**src/rtl/bcc_pkg.sv**
```systemverilog
package bcc_pkg;
  localparam int DW    = 16;
  localparam int CNT_W = 5;

  localparam logic [2:0] MODE_CRC12 = 3'd0;
  localparam logic [2:0] MODE_CRC16 = 3'd1;
  localparam logic [2:0] MODE_LRC8  = 3'd2;
  localparam logic [2:0] MODE_LRC16 = 3'd3;
  localparam logic [2:0] MODE_CCITT = 3'd5;

  typedef struct packed {
    logic       sen;
    logic       ddb;
    logic [2:0] mode;
  } ctl_t;

  function automatic logic [CNT_W-1:0] bit_target(input logic [2:0] m, input logic dbl);
    logic [CNT_W-1:0] base;
    case (m)
      MODE_CRC12:                                base = CNT_W'(6);
      MODE_CRC16, MODE_LRC8, MODE_LRC16, MODE_CCITT: base = CNT_W'(8);
      default:                                   base = '0;
    endcase
    return dbl ? (base << 1) : base;
  endfunction
endpackage

```
**src/rtl/bcc_host_if.sv**
```systemverilog
module bcc_host_if
  import bcc_pkg::*;
#(
  parameter int ADDR_W = 2
) (
  input  logic              clk_i,
  input  logic              rst_ni,
  input  logic              we_i,
  input  logic [ADDR_W-1:0] addr_i,
  input  logic              be_lo_i,
  input  logic [6:0]        wdata_i,
  input  logic [DW-1:0]     bcc_i,
  input  logic              done_i,
  input  logic              quo_i,
  output ctl_t              ctl_o,
  output logic              wr_any_o,
  output logic              clr_o,
  output logic              setup_chg_o,
  output logic              step_req_o,
  output logic              dr_wr_o,
  output logic [DW-1:0]     rdata_o
);
  localparam logic [ADDR_W-1:0] OFS_CTL = ADDR_W'(0);
  localparam logic [ADDR_W-1:0] OFS_RES = ADDR_W'(1);
  localparam logic [ADDR_W-1:0] OFS_DAT = ADDR_W'(2);

  ctl_t ctl_q;
  logic ctl_lo_wr;

  assign ctl_lo_wr   = we_i && (addr_i == OFS_CTL) && be_lo_i;
  assign wr_any_o    = we_i;
  assign dr_wr_o     = we_i && (addr_i == OFS_DAT);
  assign clr_o       = ctl_lo_wr && wdata_i[4];
  assign setup_chg_o = ctl_lo_wr && (wdata_i[3:0] != {ctl_q.ddb, ctl_q.mode});
  assign step_req_o  = ctl_lo_wr && wdata_i[5] && !wdata_i[6];
  assign ctl_o       = ctl_q;

  always_ff @(posedge clk_i or negedge rst_ni) begin
    if (!rst_ni) ctl_q <= '0;
    else if (ctl_lo_wr) ctl_q <= '{sen: wdata_i[6], ddb: wdata_i[3], mode: wdata_i[2:0]};
  end

  logic [DW-1:0] res_view;
  always_comb begin
    if (ctl_q.mode == MODE_CRC12) res_view = {2'b00, bcc_i[11:6], 2'b00, bcc_i[5:0]};
    else                          res_view = bcc_i;
  end

  always_comb begin
    case (addr_i)
      OFS_CTL: rdata_o = {7'd0, quo_i, done_i, ctl_q.sen, 2'b00, ctl_q.ddb, ctl_q.mode};
      OFS_RES: rdata_o = res_view;
      default: rdata_o = '0;
    endcase
  end
endmodule

```
**src/rtl/bcc_engine.sv**
```systemverilog
module bcc_engine
  import bcc_pkg::*;
#(
  parameter logic [15:0] CRC16_POLY = 16'hA001,
  parameter logic [15:0] CCITT_POLY = 16'h8408,
  parameter logic [11:0] CRC12_POLY = 12'hF01
) (
  input  logic          clk_i,
  input  logic          rst_ni,
  input  ctl_t          ctl_i,
  input  logic          wr_any_i,
  input  logic          clr_i,
  input  logic          setup_chg_i,
  input  logic          step_req_i,
  input  logic          dr_wr_i,
  input  logic [1:0]    be_i,
  input  logic [DW-1:0] wdata_i,
  output logic [DW-1:0] bcc_o,
  output logic          done_o,
  output logic          quo_o
);
  logic [DW-1:0]    bcc_q, dr_q, bcc_nx, dr_merge;
  logic [CNT_W-1:0] cnt_q, cnt_nx, tgt;
  logic             done_q, quo_q, step_pend_q;
  logic             fb, shift_go;

  assign tgt      = bit_target(ctl_i.mode, ctl_i.ddb);
  assign fb       = bcc_q[0] ^ dr_q[0];
  assign cnt_nx   = cnt_q + CNT_W'(1);
  assign shift_go = !wr_any_i && !done_q && (cnt_q < tgt) && (ctl_i.sen || step_pend_q);

  for (genvar b = 0; b < 2; b++) begin : g_lane
    assign dr_merge[b*8 +: 8] = be_i[b] ? wdata_i[b*8 +: 8] : dr_q[b*8 +: 8];
  end

  always_comb begin
    case (ctl_i.mode)
      MODE_CRC12: bcc_nx = {4'd0, (bcc_q[11:0] >> 1) ^ (fb ? CRC12_POLY : 12'd0)};
      MODE_CRC16: bcc_nx = (bcc_q >> 1) ^ (fb ? CRC16_POLY : 16'd0);
      MODE_CCITT: bcc_nx = (bcc_q >> 1) ^ (fb ? CCITT_POLY : 16'd0);
      MODE_LRC8:  bcc_nx = {bcc_q[15:8], fb, bcc_q[7:1]};
      MODE_LRC16: bcc_nx = {fb, bcc_q[15:1]};
      default:    bcc_nx = bcc_q;
    endcase
  end

  always_ff @(posedge clk_i or negedge rst_ni) begin
    if (!rst_ni) begin
      bcc_q <= '0; dr_q <= '0; cnt_q <= '0;
      done_q <= 1'b1; quo_q <= 1'b0; step_pend_q <= 1'b0;
    end else if (wr_any_i) begin
      step_pend_q <= step_req_i;
      if (clr_i) begin
        bcc_q <= '0;
        cnt_q <= '0;
      end
      if (setup_chg_i) cnt_q <= '0;
      if (dr_wr_i) begin
        dr_q   <= dr_merge;
        done_q <= 1'b0;
        cnt_q  <= '0;
      end
    end else begin
      step_pend_q <= 1'b0;
      if (shift_go) begin
        bcc_q <= bcc_nx;
        dr_q  <= dr_q >> 1;
        quo_q <= fb;
        cnt_q <= cnt_nx;
        if (cnt_nx >= tgt) done_q <= 1'b1;
      end else if (!done_q && cnt_q >= tgt) begin
        done_q <= 1'b1;
      end
    end
  end

  assign bcc_o  = bcc_q;
  assign done_o = done_q;
  assign quo_o  = quo_q;

  assert_cnt_bound_R11: assert property (@(posedge clk_i) disable iff (!rst_ni)
    cnt_q <= tgt);
  assert_done_freeze_R11: assert property (@(posedge clk_i) disable iff (!rst_ni)
    (done_q && !wr_any_i) |=> ($stable(bcc_q) && $stable(dr_q)));
  assert_load_clears_done_R8: assert property (@(posedge clk_i) disable iff (!rst_ni)
    dr_wr_i |=> (!done_q && cnt_q == '0));
  assert_single_step_R9: assert property (@(posedge clk_i) disable iff (!rst_ni)
    (shift_go && !ctl_i.sen) |=> !shift_go);
  assert_clear_R10: assert property (@(posedge clk_i) disable iff (!rst_ni)
    clr_i |=> (bcc_q == '0 && cnt_q == '0));
endmodule

```
**src/rtl/bcc_calc.sv**
```systemverilog
module bcc_calc
  import bcc_pkg::*;
#(
  parameter int          ADDR_W     = 2,
  parameter logic [15:0] CRC16_POLY = 16'hA001,
  parameter logic [15:0] CCITT_POLY = 16'h8408,
  parameter logic [11:0] CRC12_POLY = 12'hF01
) (
  input  logic              clk_i,
  input  logic              rst_ni,
  input  logic              we_i,
  input  logic [ADDR_W-1:0] addr_i,
  input  logic [1:0]        be_i,
  input  logic [15:0]       wdata_i,
  output logic [15:0]       rdata_o
);
  ctl_t          ctl;
  logic          wr_any, clr, setup_chg, step_req, dr_wr, done, quo;
  logic [DW-1:0] bcc;

  bcc_host_if #(.ADDR_W(ADDR_W)) u_host_if (
    .clk_i, .rst_ni, .we_i, .addr_i,
    .be_lo_i     (be_i[0]),
    .wdata_i     (wdata_i[6:0]),
    .bcc_i       (bcc),
    .done_i      (done),
    .quo_i       (quo),
    .ctl_o       (ctl),
    .wr_any_o    (wr_any),
    .clr_o       (clr),
    .setup_chg_o (setup_chg),
    .step_req_o  (step_req),
    .dr_wr_o     (dr_wr),
    .rdata_o
  );

  bcc_engine #(
    .CRC16_POLY(CRC16_POLY), .CCITT_POLY(CCITT_POLY), .CRC12_POLY(CRC12_POLY)
  ) u_engine (
    .clk_i, .rst_ni,
    .ctl_i       (ctl),
    .wr_any_i    (wr_any),
    .clr_i       (clr),
    .setup_chg_i (setup_chg),
    .step_req_i  (step_req),
    .dr_wr_i     (dr_wr),
    .be_i,
    .wdata_i,
    .bcc_o       (bcc),
    .done_o      (done),
    .quo_o       (quo)
  );
endmodule

```
**config.mk**
```make
export PLATFORM = sky130hd
export DESIGN_NAME = bcc_calc
export DESIGN_NICKNAME = d
export VERILOG_FILES = /design/src/rtl/bcc_pkg.sv /design/src/rtl/bcc_host_if.sv /design/src/rtl/bcc_engine.sv /design/src/rtl/bcc_calc.sv
export SDC_FILE = /design/constraint.sdc
export NUM_CORES = 1
export LEC_CHECK = 0
export ABC_CLOCK_PERIOD_IN_PS = 3000
export BUFFER_PORTS_ARGS = -buffer_cell sky130_fd_sc_hd__buf_4
export CAP_MARGIN = 20
export CORE_MARGIN = 3
export CORE_UTILIZATION = 58
export DETAILED_ROUTE_END_ITERATION = 8
export PLACE_DENSITY = 0.8
export SLEW_MARGIN = 0
export SYNTH_ARGS = -nofsm -noshare
export SYNTH_HDL_FRONTEND = slang
export SYNTH_HIERARCHICAL = 1
export SYNTH_SLANG_ARGS = --single-unit
```
**constraint.sdc**
```tcl
create_clock -name clk_i -period 3 [get_ports clk_i]
set_input_delay 0.45 -clock clk_i [delete_from_list [all_inputs] [get_ports clk_i]]
set_output_delay 0.45 -clock clk_i [all_outputs]
set_load 0.005 [all_outputs]
```
==> results_dict.tcl, run 1 <==
set metrics [dict create \
    outcome "completed" \
    hold-worst-slack_ns 0.119 \
    cts_buffer_depth 2 \
    power_leakage_nw 1.56 \
    crit_family "simple AND/OR/NAND/NOR gates" \
    muxShareOfSynthArea 0.121 \
    worstPathArrival_ns 2.80 \
    power.density_nw_per_um2 756 \
    cts_setup_buffers 0 \
    synthSimpleGateAreaFrac 0.169 \
    vias_per_cell 5.78 \
    drv_cap 0 \
    num_vias 2305 \
    wl_per_cell_um 15.6 \
    finalNetCount 365 \
    clkTransAtPathRegs_ns 0.09 \
    initial_core_util 0.627 \
    cts_buffers 5 \
    post-route-period-util 0.869 \
    die-area_um2 5810 \
    cts.sinks 45 \
    synth_seq_cells 45 \
    pin_count 39 \
    grt_max_degree 46 \
    synth_top_family_by_area "compound AO/OA/AOI/OAI gates" \
    max_freq_mhz 384 \
    cts-resized-gates 0 \
    max_slew_margin 0.548 \
    syn_to_final_growth_pct 14.3 \
    async_flop_share 1.00 \
    cts_root_buf "clkbuf_8" \
    final_util 0.716 \
    cts_tree "built" \
    drv_slew 0 \
    core_area_um2 4560 \
    finalClockSkew_ns 0.00953 \
    max_stage_delay_ns 0.52 \
    syn_inst 301 \
    dp_hpwl_um 4520 \
    vdd_drop_max_mv 0.482 \
    synth.cell_area_um2 2860 \
    hold_violations 0 \
    start_kind "flop" \
    yosys-top-cells-area "dfrtp_1, mux2i_1, ha_1" \
    final_common_cell "dfrtp_1" \
    yosysUniqueCellTypes 55 \
    worst-path-buf-inv 0 \
    synthXorXnorAreaFrac 0.0367 \
    grt_use_total 0.222 \
    synth_compound_area_frac 0.192 \
    die_h_um 76.2 \
    cp-end-kind "flop" \
    setup_viol 0 \
    path_cells "or3_1 -> nor2_1 -> ha_1 -> nor2b_4 -> o21bai_1 -> nand2_1 -> a22o_1 -> a22o_1" \
    cpMostUsedCell "a22o_1" \
    crit_type "flop to flop" \
    syn_nets 333 \
    layout_min_cycle_time_ns 2.61 \
    grt_pass1_wl_um 10600 \
    synthAdderAreaFrac 0.0433 \
    die-width_um 76.2 \
    diodes 0 \
    hp-class "input pin to async pin" \
    synth_area_per_cell_um2 9.50 \
    cp.required_ns 3.19 \
    crit_fanout 14 \
    cp.depth 8 \
    drt_iter0_drc 157 \
    r2r_cells 8 \
    grt_pass1_vias 2245 \
    wl_um 6210 \
    drt-pass1-iter-count 5 \
    rows 24 \
    grt_overflow 0 \
    antenna_found_initial 0 \
    ys.flop_type "dfrtp_1" \
    clock_latency_ns 0.31 \
    port_buffers 38 \
    h-tree-depth 2 \
    yosysSeqAreaShare 0.394 \
    synth_largest_area_cell "dfrtp_1" \
    synth-edff-count 0 \
    tightest_slew_ns 0.673 \
    drive_gt1_frac 0.195 \
    tns_ns 0 \
    drc 0 \
    rsz0062_at_grt "no" \
    synth_top_area_share 0.385 \
    slowest_stage "dfrtp_1" \
    ys_warn_count 6 \
    final_cell_mix "dfrtp_1, buf_4, mux2i_1" \
    place.gp.congestion 0.810 \
    ctsHoldBuffers 0 \
    drtAntennaViolNets 0 \
]
path summary, 6_finish.rpt:
kind / start / endpoint / slack [ns]
max in group asynchronous: rst_ni / u_engine/done_o / 2.49
worst min register to register: u_engine/dr_q[9] / u_engine/dr_q[9] / 0.50
min in group clk_i: wdata_i[15] / u_engine/dr_q[15] / 0.36
worst max register to register: u_host_if/ctl_o[1] / u_engine/bcc_o[9] / 0.39
worst max-delay path: u_host_if/ctl_o[1] / u_engine/bcc_o[9] / 0.39
worst min-delay path: rst_ni / u_engine/dr_q[14] / 0.12
per-stage QoR:
step	power, mW	std cells	setup slack (ns)	cell area [um^2]
2_1_floorplan	1.78	301	0.552	2860
3_3_place_gp	2.02	391	0.523	3170
3_5_place_dp	2.07	391	0.427	3170
4_1_cts	2.47	399	0.411	3270
5_1_grt	2.68	399	0.162	3270
6_report	2.47	399	0.392	3270
synth_stat cells (all sizes together), types with 6 or more instances:
library cell  instances
a21oi                24
a22o                 10
buf                   9
clkbuf                8
dfrtp                44
ha                    9
inv                  11
mux2i                29
nand2                28
nand3                 6
nor2                 24
o21ai                21
o31ai                 6
or4b                  6
xor2                  8
metal layers:
metal	wire length, um	share of wire	GRT usage	vias to the layer above
met4	68	0.011	0.0743	0
li1	-	-	-	1154
met5	0	0	0	-
met1	3010	0.49	0.311	1084
met3	296	0.048	0.0508	8
met2	2830	0.46	0.341	59
cell type report:
class | count | area [um^2]
flip-flops and latches | 45 | 1130
fillers | 371 | 1300
inverters | 11 | 41.3
multi-input cells | 228 | 1610
repair buffers | 42 | 315
well taps | 65 | 81.3
clock buffers | 7 | 86.3
clock inverters | 1 | 7.51
report_power, final:
part / internal (mW) / switching, mW
clock: 0.187 / 0.210
sequential: 0.827 / 0.215
combinational: 0.469 / 0.563
total: 1.48 / 0.988
kinds of logic after synthesis:
logic type      after synthesis
simple gates                 92
xor+xnor                     12
compound gates               80
buf+inv                      28
mux                          34
fa+ha+maj                    10
flops                        45
state kept, by name, summed over array words and instances (netlist names):
name,count
u_host_if/ctl_o,5
u_engine/step_pend_q,1
u_engine/done_o,1
u_engine/cnt_q,5
u_engine/dr_q,16
u_engine/bcc_o,16
u_engine/quo_o,1
worst reg2reg max path: cells and delay by family (launching register included):
family          cells  cell delay (ns)
simple gates        4             0.91
compound gates      3             0.84
flops               1             0.52
fa+ha+maj           1             0.24
(Power assumes the default switching activity.)
==> run 2, diff against run 1 <==
--- a/config.mk
+++ b/config.mk
@@ -15,5 +15,4 @@
 export SLEW_MARGIN = 0
 export SYNTH_ARGS = -nofsm -noshare
 export SYNTH_HDL_FRONTEND = slang
-export SYNTH_HIERARCHICAL = 1
 export SYNTH_SLANG_ARGS = --single-unit
==> results_dict.tcl, run 2 <==
set metrics [dict create \
    layout_min_cycle_time_ns 2.84 \
    synth_area_per_cell_um2 10.2 \
    switchingPower_mw 0.847 \
    setup_viol 0 \
    synth_seq_cells 45 \
    combPwrFrac 0.400 \
    rr_startpoint "u_host_if.ctl_o[1]" \
    tightest_slew_ns 0.581 \
    synth_common_cells "dfrtp_1, nor2_1, nand2_1" \
    final_cell_mix "buf_4, dfrtp_1, nor2_1" \
    drive_gt1_frac 0.288 \
    drv_slew 0 \
    crit_fanout 7 \
    clkPwrFrac 0.201 \
    seq_power_share 0.399 \
    num_vias 2230 \
    synth_largest_area_cell "dfrtp_1" \
    max_stage_delay_ns 0.43 \
    start_kind "flop" \
    worstPathArrival_ns 3.03 \
    stdcell_area_um2 3370 \
    final_util 0.738 \
    grt_pass1_vias 2249 \
    grt_overflow 0 \
    fin_cells 388 \
    rsz0062_at_grt "no" \
    r2r_slack_ns 0.16 \
    grt_use_total 0.231 \
    cts_setup_buffers 0 \
    drv_cap 0 \
    diodes 0 \
    post-route-period-util 0.948 \
    crit_start "u_host_if.ctl_o[1]" \
    dp_hpwl_um 4510 \
    placed_area_um2 3230 \
    syn_to_final_growth_pct 18.1 \
    h-tree-depth 2 \
    yosys-top-cells-area "dfrtp_1, mux2_1, mux2_2" \
    r2r_end "u_engine.dr_q[9]" \
    clock_latency_ns 0.30 \
    crit_type "flop to flop" \
    drtAntennaViolNets 0 \
    place.gp.congestion 0.833 \
    wl_um 6470 \
    intPower_mw 1.59 \
    drc 0 \
    cts_buffers 5 \
    cts_root_buf "clkbuf_8" \
    finalClockSkew_ns 0.0115 \
    yosysUniqueCellTypes 48 \
    ys_warn_count 0 \
    tns_ns 0 \
    placed_cells 380 \
    async_flop_share 1.00 \
    hp-class "input pin to async pin" \
    cts_buffer_depth 2 \
    synth.cell_area_um2 2860 \
    die-area_um2 5800 \
    clkTransAtPathRegs_ns 0.09 \
    max_freq_mhz 352 \
    vdd_drop_max_mv 0.455 \
    port_buffers 38 \
    finalNetCount 350 \
    ys.flop_type "dfrtp_1" \
    dpl_worst_slack_ns -0.00124 \
    synth.most_common_cell "dfrtp_1" \
    cts.sinks 45 \
    wl_per_cell_um 16.7 \
    max_slew_margin 0.610 \
    antenna_found_initial 0 \
    grt_pass1_wl_um 11000 \
    synth_top_area_share 0.386 \
    yosysSeqAreaShare 0.395 \
    hold_violations 0 \
    drt_iter0_drc 145 \
    power.density_nw_per_um2 722 \
    initial_core_util 0.626 \
    ctsHoldBuffers 0 \
    rows 24 \
    die_h_um 76.2 \
    synth-edff-count 0 \
    drt-pass1-iter-count 4 \
    switching_share 0.348 \
    fillers 352 \
    cpMostUsedCell "nand2_1" \
    path_cells "nand2b_1 -> nand2_1 -> nand2_1 -> ha_1 -> nand3b_1 -> mux2i_1 -> o32a_1 -> nor4_4 -> buf_4 -> a21o_2 -> mux2_1" \
    slowest_stage "dfrtp_1" \
    cts_tree "built" \
    worst_slack_ns 0.155 \
    outcome "completed" \
    pin_count 39 \
    core_area_um2 4560 \
    r2r_cells 11 \
    cp-end-kind "flop" \
    die-width_um 76.2 \
    hold-worst-slack_ns 0.139 \
    power_leakage_nw 1.55 \
    syn_nets 308 \
    syn_inst 280 \
    final_common_cell "buf_4" \
    power.total_mw 2.43 \
    endpoint "u_engine.dr_q[9]" \
    vias_per_cell 5.75 \
    grt_max_degree 46 \
    cp.required_ns 3.18 \
]
run 2: cell types whose count changed after synthesis, moves of 6 or more:
| cell | before | now |
|---|---|---|
| o31ai_1 | 6 | 0 |
| mux2i_1 | 29 | 11 |
| mux2_4 | 0 | 7 |
| nor2b_1 | 3 | 9 |
| a22o_1 | 10 | 4 |
| mux2_1 | 0 | 21 |
| o21ai_1 | 14 | 1 |
| a21oi_1 | 22 | 14 |
| mux2_2 | 5 | 18 |
run 2: cell families after synthesis:
family / share of synthesized area
AND/OR/NAND/NOR: 0.165
multiplexers: 0.229
AO/OA/AOI/OAI: 0.112
flip-flops: 0.395
buffers and inverters: 0.0438
XOR/XNOR: 0.0337
adder cells (fa/ha/maj): 0.0219
run 2: timing repair:
| action | in CTS | in global routing |
|---|---|---|
| gates resized for setup | 2 | 5 |
| pin swaps | 0 | 1 |
| endpoints found under the setup margin | 14 | 28 |
run 2: power by group through the flow:
| stage | registers [mW] | clock network, mW | logic (mW) |
|---|---|---|---|
| after floorplan | 0.931 | 0 | 0.705 |
| after global placement | 0.965 | 0 | 0.916 |
| after detailed placement | 0.976 | 0 | 0.947 |
| after CTS | 0.967 | 0.494 | 0.960 |
| after global routing | 0.995 | 0.516 | 1.07 |
| final | 0.971 | 0.489 | 0.974 |
run 2: cell type report:
class | instances | area (um^2) | area share
clock inverter | 1 | 30.0 | 0.00891
sequential | 45 | 1130 | 0.334
multi-input combinational | 211 | 1620 | 0.481
clock buffer | 7 | 86.3 | 0.0256
tap | 65 | 81.3 | 0.0241
timing repair buffer | 52 | 398 | 0.118
inverter | 7 | 26.3 | 0.00780
run 2: critical path, delay by kind of cell, from the launching register on:
family / cells / cell delay, ns
simple gates: 5 / 0.72
compound gates: 2 / 0.61
flops: 1 / 0.43
mux: 2 / 0.42
fa+ha+maj: 1 / 0.34
buf+inv: 1 / 0.20
run 2: per-layer routing:
layer  GRT usage  vias up  part of all wire
met5           0        -                 0
met4      0.0833        0             0.019
met3      0.0378       13             0.042
met2       0.378       60              0.48
met1       0.313     1075              0.46
li1            -     1082                 -
run 2: worst min path at each step:
stage / endpoint
after floorplan: u_engine.bcc_o[0]
after global placement: u_engine.dr_q[9]
after detailed placement: u_engine.dr_q[11]
after CTS: u_engine.cnt_q[1]
after global routing: u_engine.cnt_q[0]
final: u_engine.cnt_q[0]
==> run 3, diff against run 2 <==
--- a/config.mk
+++ b/config.mk
@@ -5,6 +5,7 @@
 export SDC_FILE = /design/constraint.sdc
 export NUM_CORES = 1
 export LEC_CHECK = 0
+export ABC_AREA = 1
 export ABC_CLOCK_PERIOD_IN_PS = 3000
 export BUFFER_PORTS_ARGS = -buffer_cell sky130_fd_sc_hd__buf_4
 export CAP_MARGIN = 20
==> results_dict.tcl, run 3 <==
set metrics [dict create \
    outcome "completed" \
    hold_violations 0 \
    ys.flop_type "dfrtp_1" \
    cp-end-kind "flop" \
    cts_buffers 5 \
    initial_core_util 0.628 \
    die_h_um 76.3 \
    power.density_nw_per_um2 557 \
    h-tree-depth 2 \
    yosys-top-cells-area "dfrtp_1, nand2_1, nand3_1" \
    crit_type "flop to flop" \
    port_buffers 38 \
    grt_max_degree 46 \
    path_cells "inv_1 -> nand2_2 -> nand2_1 -> inv_1 -> nand2_1 -> ha_1 -> nand4_2 -> nand2_1 -> nor2_1 -> nand2_2 -> nand2_4 -> nand2_1 -> nand2_1 -> nand2_1" \
    fin_cells 522 \
    drv_cap 0 \
    drc 0 \
    antenna_found_initial 0 \
    yosysSeqAreaShare 0.393 \
    synth.most_common_cell "nand2_1" \
    r2r_cells 14 \
    vdd_drop_max_mv 0.320 \
    core_area_um2 4560 \
    max_slew_margin 0.565 \
    ys_warn_count 0 \
    drv_slew 0 \
    finalClockSkew_ns 0.00907 \
    async_flop_share 1.00 \
    num_vias 2892 \
    max_stage_delay_ns 0.46 \
    final_cell_mix "nand2_1, dfrtp_1, nand3_1" \
    cts_setup_buffers 0 \
    synth_top_area_share 0.384 \
    max_freq_mhz 405 \
    drtAntennaViolNets 0 \
    yosysUniqueCellTypes 31 \
    power_leakage_nw 1.77 \
    wl_per_cell_um 14.3 \
    r2r_end "u_engine.dr_q[7]" \
    r2r_slack_ns 0.53 \
    layout_min_cycle_time_ns 2.47 \
    crit_fanout 22 \
    placed_cells 514 \
    grt_pass1_vias 2817 \
    place.gp.congestion 0.900 \
    synth_common_cells "nand2_1, dfrtp_1, nand3_1" \
    clock_latency_ns 0.30 \
    synth_seq_cells 45 \
    fillers 430 \
    cts_buffer_depth 2 \
    die-area_um2 5820 \
    vias_per_cell 5.54 \
    cts.sinks 45 \
    grt_overflow 0 \
    syn_to_final_growth_pct 14.2 \
    die-width_um 76.3 \
    syn_inst 420 \
    hp-class "input pin to async pin" \
    ctsHoldBuffers 0 \
    drive_gt1_frac 0.140 \
    synth.cell_area_um2 2870 \
    final_util 0.717 \
    rr_startpoint "u_host_if.ctl_o[0]" \
    cp.required_ns 3.19 \
    rsz0062_at_grt "no" \
    synth_area_per_cell_um2 6.82 \
    cts_tree "built" \
    dp_hpwl_um 5340 \
    clkTransAtPathRegs_ns 0.08 \
    tns_ns 0 \
    synth-edff-count 0 \
    dpl_worst_slack_ns 0.572 \
    post-route-period-util 0.823 \
    cpMostUsedCell "nand2_1" \
    pin_count 39 \
    worst_slack_ns 0.530 \
    drt_iter0_drc 188 \
    rows 24 \
    diodes 0 \
    drt-pass1-iter-count 6 \
    finalNetCount 484 \
    syn_nets 448 \
    grt_use_total 0.269 \
    slowest_stage "dfrtp_1" \
    setup_viol 0 \
    grt_pass1_wl_um 12800 \
    wl_um 7440 \
    synth_largest_area_cell "dfrtp_1" \
    tightest_slew_ns 0.651 \
    worstPathArrival_ns 2.66 \
    start_kind "flop" \
    cts_root_buf "clkbuf_8" \
    final_common_cell "nand2_1" \
    cts-resized-gates 0 \
]
-- run 3: cell types whose count changed in the layout (fill, tap and decap cells not counted), moves of 7 or more --
| cell | change |
|---|---|
| nand3_1 | +37 |
| o21ai_0 | +11 |
| buf_4 | -10 |
| nand2_1 | +140 |
| mux2_2 | -18 |
| mux2_1 | -21 |
| mux2_4 | -7 |
| mux2i_1 | -11 |
| nor2b_1 | -9 |
| nand2b_1 | -7 |
| inv_1 | +32 |
| a21oi_1 | -7 |
| nand4_1 | +14 |
-- run 3: worst max-delay path: cells and delay by family (launching register included) --
kind,cells,cell delay (ns)
and+or+nand+nor,11,1.33
DFF,1,0.46
adders and majority gates,1,0.34
buffers and inverters,2,0.24
-- run 3: cell families after synthesis --
| logic type | synth area share |
|---|---|
| AOI/OAI and AO/OA | 0.0808 |
| xor gates and xnor gates | 0.0183 |
| adders and majority gates | 0.0218 |
| buffers and inverters | 0.0734 |
| DFF | 0.393 |
| and+or+nand+nor | 0.412 |
-- run 3: per-stage QoR --
step	total power [mW]	hold WS (ns)	instance area, um^2
6_report	1.82	0.135	3270
5_1_grt	1.98	0.176	3270
4_1_cts	1.83	0.161	3270
3_5_place_dp	1.46	0.463	3190
3_3_place_gp	1.44	0.455	3190
2_1_floorplan	1.25	0.154	2870
-- run 3: worst max-delay path by stage --
stage,cells after the start,end,slack (ns),from
6_report,14,u_engine.dr_q[7],0.53,u_host_if.ctl_o[0]
3_3_place_gp,14,u_engine.dr_q[6],0.72,u_host_if.ctl_o[0]
3_5_place_dp,14,u_engine.dr_q[7],0.57,u_host_if.ctl_o[0]
4_1_cts,14,u_engine.dr_q[7],0.56,u_host_if.ctl_o[0]
5_1_grt,14,u_engine.dr_q[5],0.27,u_host_if.ctl_o[0]
2_1_floorplan,13,u_engine.dr_q[15],0.96,u_host_if.ctl_o[1]
-- run 3: per-layer routing --
layer,GRT usage,part of all wire,vias to the layer above
met5,0,0,-
met1,0.352,0.42,1341
met2,0.442,0.50,101
met4,0.0978,0.015,0
li1,-,-,1437
met3,0.0520,0.068,13
-- run 3: cell type report --
| class | instances | area [um^2] | area share |
|---|---|---|---|
| Multi-Input combinational cell | 323 | 1530 | 0.467 |
| Clock inverter | 2 | 10.0 | 0.00306 |
| Inverter | 41 | 154 | 0.0470 |
| Clock buffer | 6 | 72.6 | 0.0222 |
| Sequential cell | 45 | 1130 | 0.344 |
| Tap cell | 65 | 81.3 | 0.0248 |
| Timing Repair Buffer | 40 | 300 | 0.0917 |
-- run 3: where the power goes --
group | switching [mW] | internal [mW] | leakage, nW
Combinational | 0.421 | 0.223 | 1.13
Clock | 0.206 | 0.162 | 0.0450
Sequential | 0.0921 | 0.721 | 0.593
Total | 0.718 | 1.11 | 1.77
